===== config.mk =====
export PLATFORM = sky130hd
export DESIGN_NAME = sercsr_bridge
export DESIGN_NICKNAME = d
export VERILOG_FILES = /design/src/rtl/sercsr_pkg.sv /design/src/rtl/sercsr_decode.sv /design/src/rtl/sercsr_seq.sv /design/src/rtl/sercsr_regbank.sv /design/src/rtl/sercsr_bridge.sv
export SDC_FILE = /design/constraint.sdc
export NUM_CORES = 1
export LEC_CHECK = 0
export ABC_AREA = 1
export CORE_MARGIN = 2
export CORE_UTILIZATION = 30
export DETAILED_ROUTE_END_ITERATION = 8
export DONT_BUFFER_PORTS = 1
export PLACE_DENSITY = 0.47
export SLEW_MARGIN = 20
export SYNTH_ARGS = -nofsm -noshare
export SYNTH_HDL_FRONTEND = slang
export SYNTH_SLANG_ARGS = --single-unit
export TNS_END_PERCENT = 20

===== constraint.sdc =====
create_clock -name clk -period 1.7 [get_ports clk]
set_input_delay 0.34 -clock clk [delete_from_list [all_inputs] [get_ports clk]]
set_output_delay 0.34 -clock clk [all_outputs]
set_load 0.01 [all_outputs]

===== src/rtl/sercsr_pkg.sv =====
// Shared field positions, operation codes and target encoding for the
// indirect byte-register bridge. Assumes a 64-bit command word.
package sercsr_pkg;
    localparam int WORD_W     = 64;
    localparam int BYTE_W     = 8;
    localparam int VALID_BIT  = 63;
    localparam int READ_BIT   = 56;
    localparam int OP_HI      = 62;
    localparam int OP_LO      = 57;
    localparam int OP_W       = OP_HI - OP_LO + 1;
    localparam int SEL_HI     = 34;
    localparam int SEL_LO     = 32;
    localparam int SEL_W      = SEL_HI - SEL_LO + 1;

    localparam logic [OP_W-1:0]   OP_EXT      = 6'h06;
    localparam logic [OP_W-1:0]   OP_DIRECT   = 6'h04;
    localparam logic [SEL_W-1:0]  SEL_DATA    = 3'd1;
    localparam logic [SEL_W-1:0]  SEL_CTL     = 3'd2;
    localparam logic [SEL_W-1:0]  SEL_CLKSTAT = 3'd3;
    localparam logic [SEL_W-1:0]  SEL_RESET   = 3'd7;
    localparam logic [SEL_W-1:0]  SEL_HALFPER = 3'd0;
    localparam logic [BYTE_W-1:0] IDLE_STATUS = 8'hF8;

    typedef enum logic [2:0] {
        TGT_NONE,
        TGT_DATA,
        TGT_CTL,
        TGT_CLKCTL,
        TGT_STATUS,
        TGT_HALFPER,
        TGT_RESET
    } tgt_e;
endpackage


===== src/rtl/sercsr_decode.sv =====
// Decodes the command word into a byte-register target.
// Assumes the word is stable while bit 63 is set. Purely combinational.
module sercsr_decode
    import sercsr_pkg::*;
(
    input  logic [WORD_W-1:0] cmd_word,
    output tgt_e              tgt,
    output logic              is_read
);
    logic [OP_W-1:0]  op;
    logic [SEL_W-1:0] sel;

    assign op      = cmd_word[OP_HI:OP_LO];
    assign sel     = cmd_word[SEL_HI:SEL_LO];
    assign is_read = cmd_word[READ_BIT];

    // Map operation code, selector and direction to one target.
    always_comb begin
        tgt = TGT_NONE;
        if (op == OP_EXT) begin
            case (sel)
                SEL_DATA:    tgt = TGT_DATA;
                SEL_CTL:     tgt = TGT_CTL;
                SEL_CLKSTAT: tgt = is_read ? TGT_STATUS : TGT_CLKCTL;
                SEL_RESET:   tgt = is_read ? TGT_NONE : TGT_RESET;
                default:     tgt = TGT_NONE;
            endcase
        end else if (op == OP_DIRECT) begin
            if (sel == SEL_HALFPER) tgt = TGT_HALFPER;
        end
    end
endmodule


===== src/rtl/sercsr_seq.sv =====
// Holds the host command word and times each access.
// Assumes LATENCY >= 1. A launch is a host write with bit 63 set while
// bit 63 is clear. Completion comes LATENCY edges later. While busy,
// host writes are dropped.
module sercsr_seq
    import sercsr_pkg::*;
#(
    parameter int LATENCY = 2
)(
    input  logic              clk,
    input  logic              rst_n,
    input  logic              host_wr_en,
    input  logic [WORD_W-1:0] host_wr_word,
    input  logic [BYTE_W-1:0] rd_byte,
    output logic [WORD_W-1:0] cmd_word,
    output logic              acc_fire
);
    localparam int CNT_W = $clog2(LATENCY) + 1;
    localparam logic [CNT_W-1:0] LAT_LAST = CNT_W'(LATENCY - 1);

    logic [CNT_W-1:0] lat_cnt;
    logic             busy;

    assign busy     = cmd_word[VALID_BIT];
    assign acc_fire = busy && (lat_cnt == LAT_LAST);

    // Load, age and retire the command word.
    always_ff @(posedge clk) begin
        if (!rst_n) begin
            cmd_word <= '0;
            lat_cnt  <= '0;
        end else if (busy) begin
            if (acc_fire) begin
                cmd_word[VALID_BIT] <= 1'b0;
                if (cmd_word[READ_BIT]) cmd_word[BYTE_W-1:0] <= rd_byte;
                lat_cnt <= '0;
            end else begin
                lat_cnt <= lat_cnt + 1'b1;
            end
        end else if (host_wr_en) begin
            cmd_word <= host_wr_word;
            lat_cnt  <= '0;
        end
    end
endmodule


===== src/rtl/sercsr_regbank.sv =====
// The byte registers behind the bridge, with a read multiplexer.
// Assumes acc_fire lasts one cycle per access. A host write that
// completes wins over a controller load at the same edge.
module sercsr_regbank
    import sercsr_pkg::*;
#(
    parameter logic [BYTE_W-1:0] HALFPER_RST = 8'h18
)(
    input  logic              clk,
    input  logic              rst_n,
    input  logic              acc_fire,
    input  logic              acc_read,
    input  tgt_e              tgt,
    input  logic [BYTE_W-1:0] wbyte,
    input  logic              ctrl_stat_we,
    input  logic [BYTE_W-1:0] ctrl_stat_val,
    input  logic              ctrl_rx_we,
    input  logic [BYTE_W-1:0] ctrl_rx_val,
    output logic [BYTE_W-1:0] rd_byte,
    output logic [BYTE_W-1:0] data_q,
    output logic [BYTE_W-1:0] ctl_q,
    output logic [BYTE_W-1:0] clkctl_q,
    output logic [BYTE_W-1:0] halfper_q,
    output logic              soft_rst_q
);
    logic [BYTE_W-1:0] status_q;
    logic              wr_hit;

    assign wr_hit = acc_fire && !acc_read;

    // Data register: host write first, then controller receive load.
    always_ff @(posedge clk) begin
        if (!rst_n)                          data_q <= '0;
        else if (wr_hit && tgt == TGT_DATA)  data_q <= wbyte;
        else if (ctrl_rx_we)                 data_q <= ctrl_rx_val;
    end

    // Control register: host writes only.
    always_ff @(posedge clk) begin
        if (!rst_n)                          ctl_q <= '0;
        else if (wr_hit && tgt == TGT_CTL)   ctl_q <= wbyte;
    end

    // Clock-control register: host writes only.
    always_ff @(posedge clk) begin
        if (!rst_n)                            clkctl_q <= '0;
        else if (wr_hit && tgt == TGT_CLKCTL)  clkctl_q <= wbyte;
    end

    // Clock half-period register: host writes only.
    always_ff @(posedge clk) begin
        if (!rst_n)                             halfper_q <= HALFPER_RST;
        else if (wr_hit && tgt == TGT_HALFPER)  halfper_q <= wbyte;
    end

    // Status register: soft reset first, then controller updates.
    always_ff @(posedge clk) begin
        if (!rst_n)                           status_q <= IDLE_STATUS;
        else if (wr_hit && tgt == TGT_RESET)  status_q <= IDLE_STATUS;
        else if (ctrl_stat_we)                status_q <= ctrl_stat_val;
    end

    // One-cycle strobe after a completed soft reset.
    always_ff @(posedge clk) begin
        if (!rst_n) soft_rst_q <= 1'b0;
        else        soft_rst_q <= wr_hit && (tgt == TGT_RESET);
    end

    // Read multiplexer. Unmapped targets read as zero.
    always_comb begin
        case (tgt)
            TGT_DATA:    rd_byte = data_q;
            TGT_CTL:     rd_byte = ctl_q;
            TGT_STATUS:  rd_byte = status_q;
            TGT_HALFPER: rd_byte = halfper_q;
            default:     rd_byte = '0;
        endcase
    end
endmodule


===== src/rtl/sercsr_bridge.sv =====
// Top of the bridge: one self-clearing command word in front of a bank
// of byte registers. Assumes one host writer that polls bit 63.
module sercsr_bridge
    import sercsr_pkg::*;
#(
    parameter int                LATENCY     = 2,
    parameter logic [BYTE_W-1:0] HALFPER_RST = 8'h18
)(
    input  logic              clk,
    input  logic              rst_n,
    input  logic              host_wr_en,
    input  logic [WORD_W-1:0] host_wr_word,
    output logic [WORD_W-1:0] host_rd_word,
    input  logic              ctrl_stat_we,
    input  logic [BYTE_W-1:0] ctrl_stat_val,
    input  logic              ctrl_rx_we,
    input  logic [BYTE_W-1:0] ctrl_rx_val,
    output logic [BYTE_W-1:0] data_o,
    output logic [BYTE_W-1:0] ctl_o,
    output logic [BYTE_W-1:0] clkctl_o,
    output logic [BYTE_W-1:0] halfper_o,
    output logic              soft_rst_o
);
    logic [WORD_W-1:0] cmd_word;
    logic [BYTE_W-1:0] rd_byte;
    logic              acc_fire;
    logic              acc_read;
    tgt_e              tgt;

    sercsr_seq #(.LATENCY(LATENCY)) u_seq (
        .clk          (clk),
        .rst_n        (rst_n),
        .host_wr_en   (host_wr_en),
        .host_wr_word (host_wr_word),
        .rd_byte      (rd_byte),
        .cmd_word     (cmd_word),
        .acc_fire     (acc_fire)
    );

    sercsr_decode u_dec (
        .cmd_word (cmd_word),
        .tgt      (tgt),
        .is_read  (acc_read)
    );

    sercsr_regbank #(.HALFPER_RST(HALFPER_RST)) u_bank (
        .clk           (clk),
        .rst_n         (rst_n),
        .acc_fire      (acc_fire),
        .acc_read      (acc_read),
        .tgt           (tgt),
        .wbyte         (cmd_word[BYTE_W-1:0]),
        .ctrl_stat_we  (ctrl_stat_we),
        .ctrl_stat_val (ctrl_stat_val),
        .ctrl_rx_we    (ctrl_rx_we),
        .ctrl_rx_val   (ctrl_rx_val),
        .rd_byte       (rd_byte),
        .data_q        (data_o),
        .ctl_q         (ctl_o),
        .clkctl_q      (clkctl_o),
        .halfper_q     (halfper_o),
        .soft_rst_q    (soft_rst_o)
    );

    assign host_rd_word = cmd_word;
endmodule


==> impl_metrics.py <==
metrics = {
    "finish": {
        "fin_area_mm2": 0.00525,
        "num_antenna_cells": 0,
        "drive_gt1_frac": 0.181,
        "syn_to_final_growth_pct": 19.5,
        "nNetsFinal": 688,
    },
    "yosys": {
        "synthArstFlopShare": 0,
        "synthSimpleGateAreaFrac": 0.249,
        "synth_mux_area_frac": 0.00256,
        "yosysSeqAreaShare": 0.487,
        "synth_area_leaders": "dfxtp_1 (49%), o21ai_0 (11%), nor2_1 (11%)",
        "synth.distinct_cells": 30,
        "synth_most_common_cell": "nor2_1",
        "ys_warn_count": 0,
        "synth_fa_ha_area_frac": 0,
        "syn_inst": 582,
        "synth_top_area_share": 0.487,
        "synth_top_family_by_area": "simple AND/OR/NAND/NOR gates",
        "synth-main-ff-cell": "dfxtp_1",
        "syn-num-nets": 667,
        "syn_area_per_cell_um2": 7.55,
        "synth-edff-count": 0,
        "synth-compound-area-share": 0.186,
        "synth_xor_area_frac": 0,
        "synth_commonest_cells": "nor2_1 (123), dfxtp_1 (107), o21ai_0 (94)",
        "synth_area_mm2": 0.00439,
        "synth_area_leader_cell": "dfxtp_1",
        "ys_ff_latch": 107,
    },
    "critical_path": {
        "r2r-start": "u_seq.cmd_word[60]",
        "cp-end-kind": "flop",
        "path_class": "reg -> reg",
        "reg2reg_setup_slack_ns": 0.03,
        "cp_data_required_time_ns": 1.94,
        "reg2reg_to": "u_bank.ctl_q[2]",
        "crit_fanout": 8,
        "arrival_ns": 1.91,
        "r2r_cells": 10,
        "start_kind": "flop",
    },
    "global_route": {
        "grt_usage": 0.167,
        "grt_pass1_vias": 3983,
        "antenna_found_initial": 0,
        "grt_max_degree": 88,
        "grt-ovfl-total": 0,
        "grt_first_pass_wirelength_um": 20600,
    },
    "route": {
        "drtIter0Drc": 178,
        "highest_layer": "met4",
        "ant_nets": 0,
        "wire_per_inst_um": 16.6,
        "drcViolationCount": 0,
        "dr.pass1.iters": 4,
        "dr_wl_met2_um": 6110,
        "wl_um": 13100,
        "vias_per_cell": 4.98,
        "met3_wirelength_um": 1250,
        "m1WireLength_um": 5360,
        "dr_total_vias": 3948,
    },
    "clock_network": {
        "cts_tree": "done",
        "cts_buffer_depth": 2,
        "cts_sinks": 107,
        "cts_made_buffers": 9,
        "clk_pin_slew_ns": 0.07,
        "h-tree-depth": 3,
        "worstSkewPairLatency_ns": 0.35,
        "clockRootBuffer": "clkbuf_16",
    },
    "placement": {
        "dpl.hpwl_um": 9700,
        "place_area_mm2": 0.00474,
        "gp_congestion": 0.844,
        "pre_cts_slack_ns": -0.109,
        "port_buffers": 0,
    },
    "power": {
        "clock_power_share": 0.385,
        "power_density_mw_per_mm2": 1040,
        "power.sequential.fraction": 0.518,
        "p_int_w": 0.00401,
        "power.leakage_nw": 2.14,
        "comb_power_share": 0.097,
        "vdd_drop_max_mv": 0.482,
        "p_sw_frac": 0.262,
        "p_sw_w": 0.00143,
    },
    "status": {
        "status": "complete, no violations",
    },
    "die": {
        "io_pins": 182,
        "die_w_um": 125,
        "coreArea_mm2": 0.0144,
        "start_util": 0.305,
        "fp-row-count": 44,
        "die_y_um": 125,
        "die_area_mm2": 0.0156,
    },
    "timing": {
        "drv_slew": 0,
        "worst_slack_ns": 0.0314,
        "period_needed_ns": 1.67,
        "rsz0062_at_grt": "yes",
        "maxSlewHeadroom": 0.810,
        "worst_pin_slew_ns": 0.282,
        "max_freq_ghz": 0.599,
        "finalHoldViolCount": 0,
        "finalSetupViolCount": 0,
        "fin_crit_sh": 0.982,
        "clock_skew_ns": 0.0110,
    },
    "job": {
        "maxCapViolations": 0,
    },
    "hold_path": {
        "hold_depth": 1,
        "min_path_type": "in -> reg",
        "whs_endpoint": "u_bank.status_q[3]",
        "hold_start": "rst_n",
    },
}
power groups by stage:
stage | sequential (W) | combinational, W | clock, W
CTS | 0.00282 | 0.000519 | 0.00218
detailed placement | 0.00287 | 0.000509 | 0
global placement | 0.00287 | 0.000496 | 0
floorplan | 0.00285 | 0.000357 | 0
finish | 0.00282 | 0.000525 | 0.00209
global route | 0.00284 | 0.000603 | 0.00226
cell usage in the layout (no fill, tap or decap):
cell type  synthesis  layout
a21oi_2            3       3
nand3_1           19      17
clkbuf_16          0       9
mux2_2             1       1
a21oi_4            1       1
buf_6              3       6
dfxtp_2            0       7
nand3_4            0       2
o211ai_1           2       2
nand4_1           14      14
nand3_2            3       3
nor3_1            10      10
o2111ai_1          1       1
dfxtp_1          107     100
nor2_1           123     118
nor2_8             1       1
inv_6              0       1
clkinv_4           0       1
nand2_2            6       4
clkinv_1           1       1
a21oi_1           40      40
buf_4              3      33
nor2_4             5       8
buf_12             0       4
bufinv_16          0       1
nor2_2             2       4
nand2_1           56      53
inv_1             36      33
o21ai_1            6       9
o21ai_2            0       3
inv_2              8      11
a31oi_1            8       8
nand2_4            1       6
clkbuf_1          23       4
nand4_4            1       1
o21ai_0           94      88
final cells by class:
type                    count  area [um2]
flip-flops and latches    107        2150
inverters                  45         169
fillers                  1528        9170
well taps                 184         230
clock buffers              13         240
repair buffers             43         395
multi-input cells         397        2020
clock inverters             3        47.5
metal layers:
metal,vias to the layer above,global-route usage
met5,-,0
met4,0,0.0817
met3,27,0.0659
met2,157,0.279
met1,1794,0.186
li1,1970,-
state kept, by name, indices dropped and copies added (netlist names):
name	cells
u_bank.halfper_q	8
u_bank.ctl_q	8
u_bank.data_q	8
u_bank.status_q	8
u_seq.cmd_word	64
u_bank.soft_rst_q	1
u_seq.lat_cnt	2
u_bank.clkctl_q	8
worst max path at each step:
| stage | startpoint | endpoint | depth (start not counted) |
|---|---|---|---|
| 3_5_place_dp | u_seq.cmd_word[59] | u_bank.ctl_q[3] | 10 |
| 4_1_cts | u_seq.cmd_word[62] | u_bank.ctl_q[4] | 10 |
| 2_1_floorplan | u_seq.cmd_word[58] | u_bank.ctl_q[5] | 11 |
| 3_3_place_gp | u_seq.cmd_word[59] | u_bank.ctl_q[1] | 10 |
| 5_1_grt | u_seq.cmd_word[60] | u_bank.clkctl_q[1] | 9 |
| 6_report | u_seq.cmd_word[60] | u_bank.ctl_q[2] | 10 |
timing repair:
action                                  in CTS  in global routing
resized for setup                           11                 33
endpoints found under the setup margin      18                 44
setup buffers                                6                  4
hold buffers                                 0                  0
pin swaps                                    6                 18
stage by stage:
stage	util	total power (W)	std cells	hold WS [ns]	TNS (ns)
2_1_floorplan	-	0.00321	582	0.409	0
3_3_place_gp	0.329	0.00337	766	0.415	-0.172
3_5_place_dp	0.329	0.00338	766	0.425	-1.08
4_1_cts	0.356	0.00551	788	0.0768	0
5_1_grt	0.364	0.00570	792	0.102	-0.842
6_report	0.364	0.00544	792	0.106	0
worst max-delay path, stage by stage, from the launching register on:
cell	delay, ns
dfxtp_2	0.34
inv_2	0.06
nand2_2	0.06
nor2_4	0.20
nand2_4	0.09
buf_4	0.15
a21oi_4	0.24
nor2_4	0.08
buf_6	0.14
o21ai_0	0.13
a21oi_1	0.05
logic make-up (layout without fill, tap and decap cells):
family / Yosys count / in the layout
buffers and inverters: 78 / 104
DFF: 107 / 107
muxes: 1 / 1
and+or+nand+nor: 241 / 241
AOI/OAI and AO/OA: 155 / 155
No activity file was read; power rests on OpenSTA's default activity.
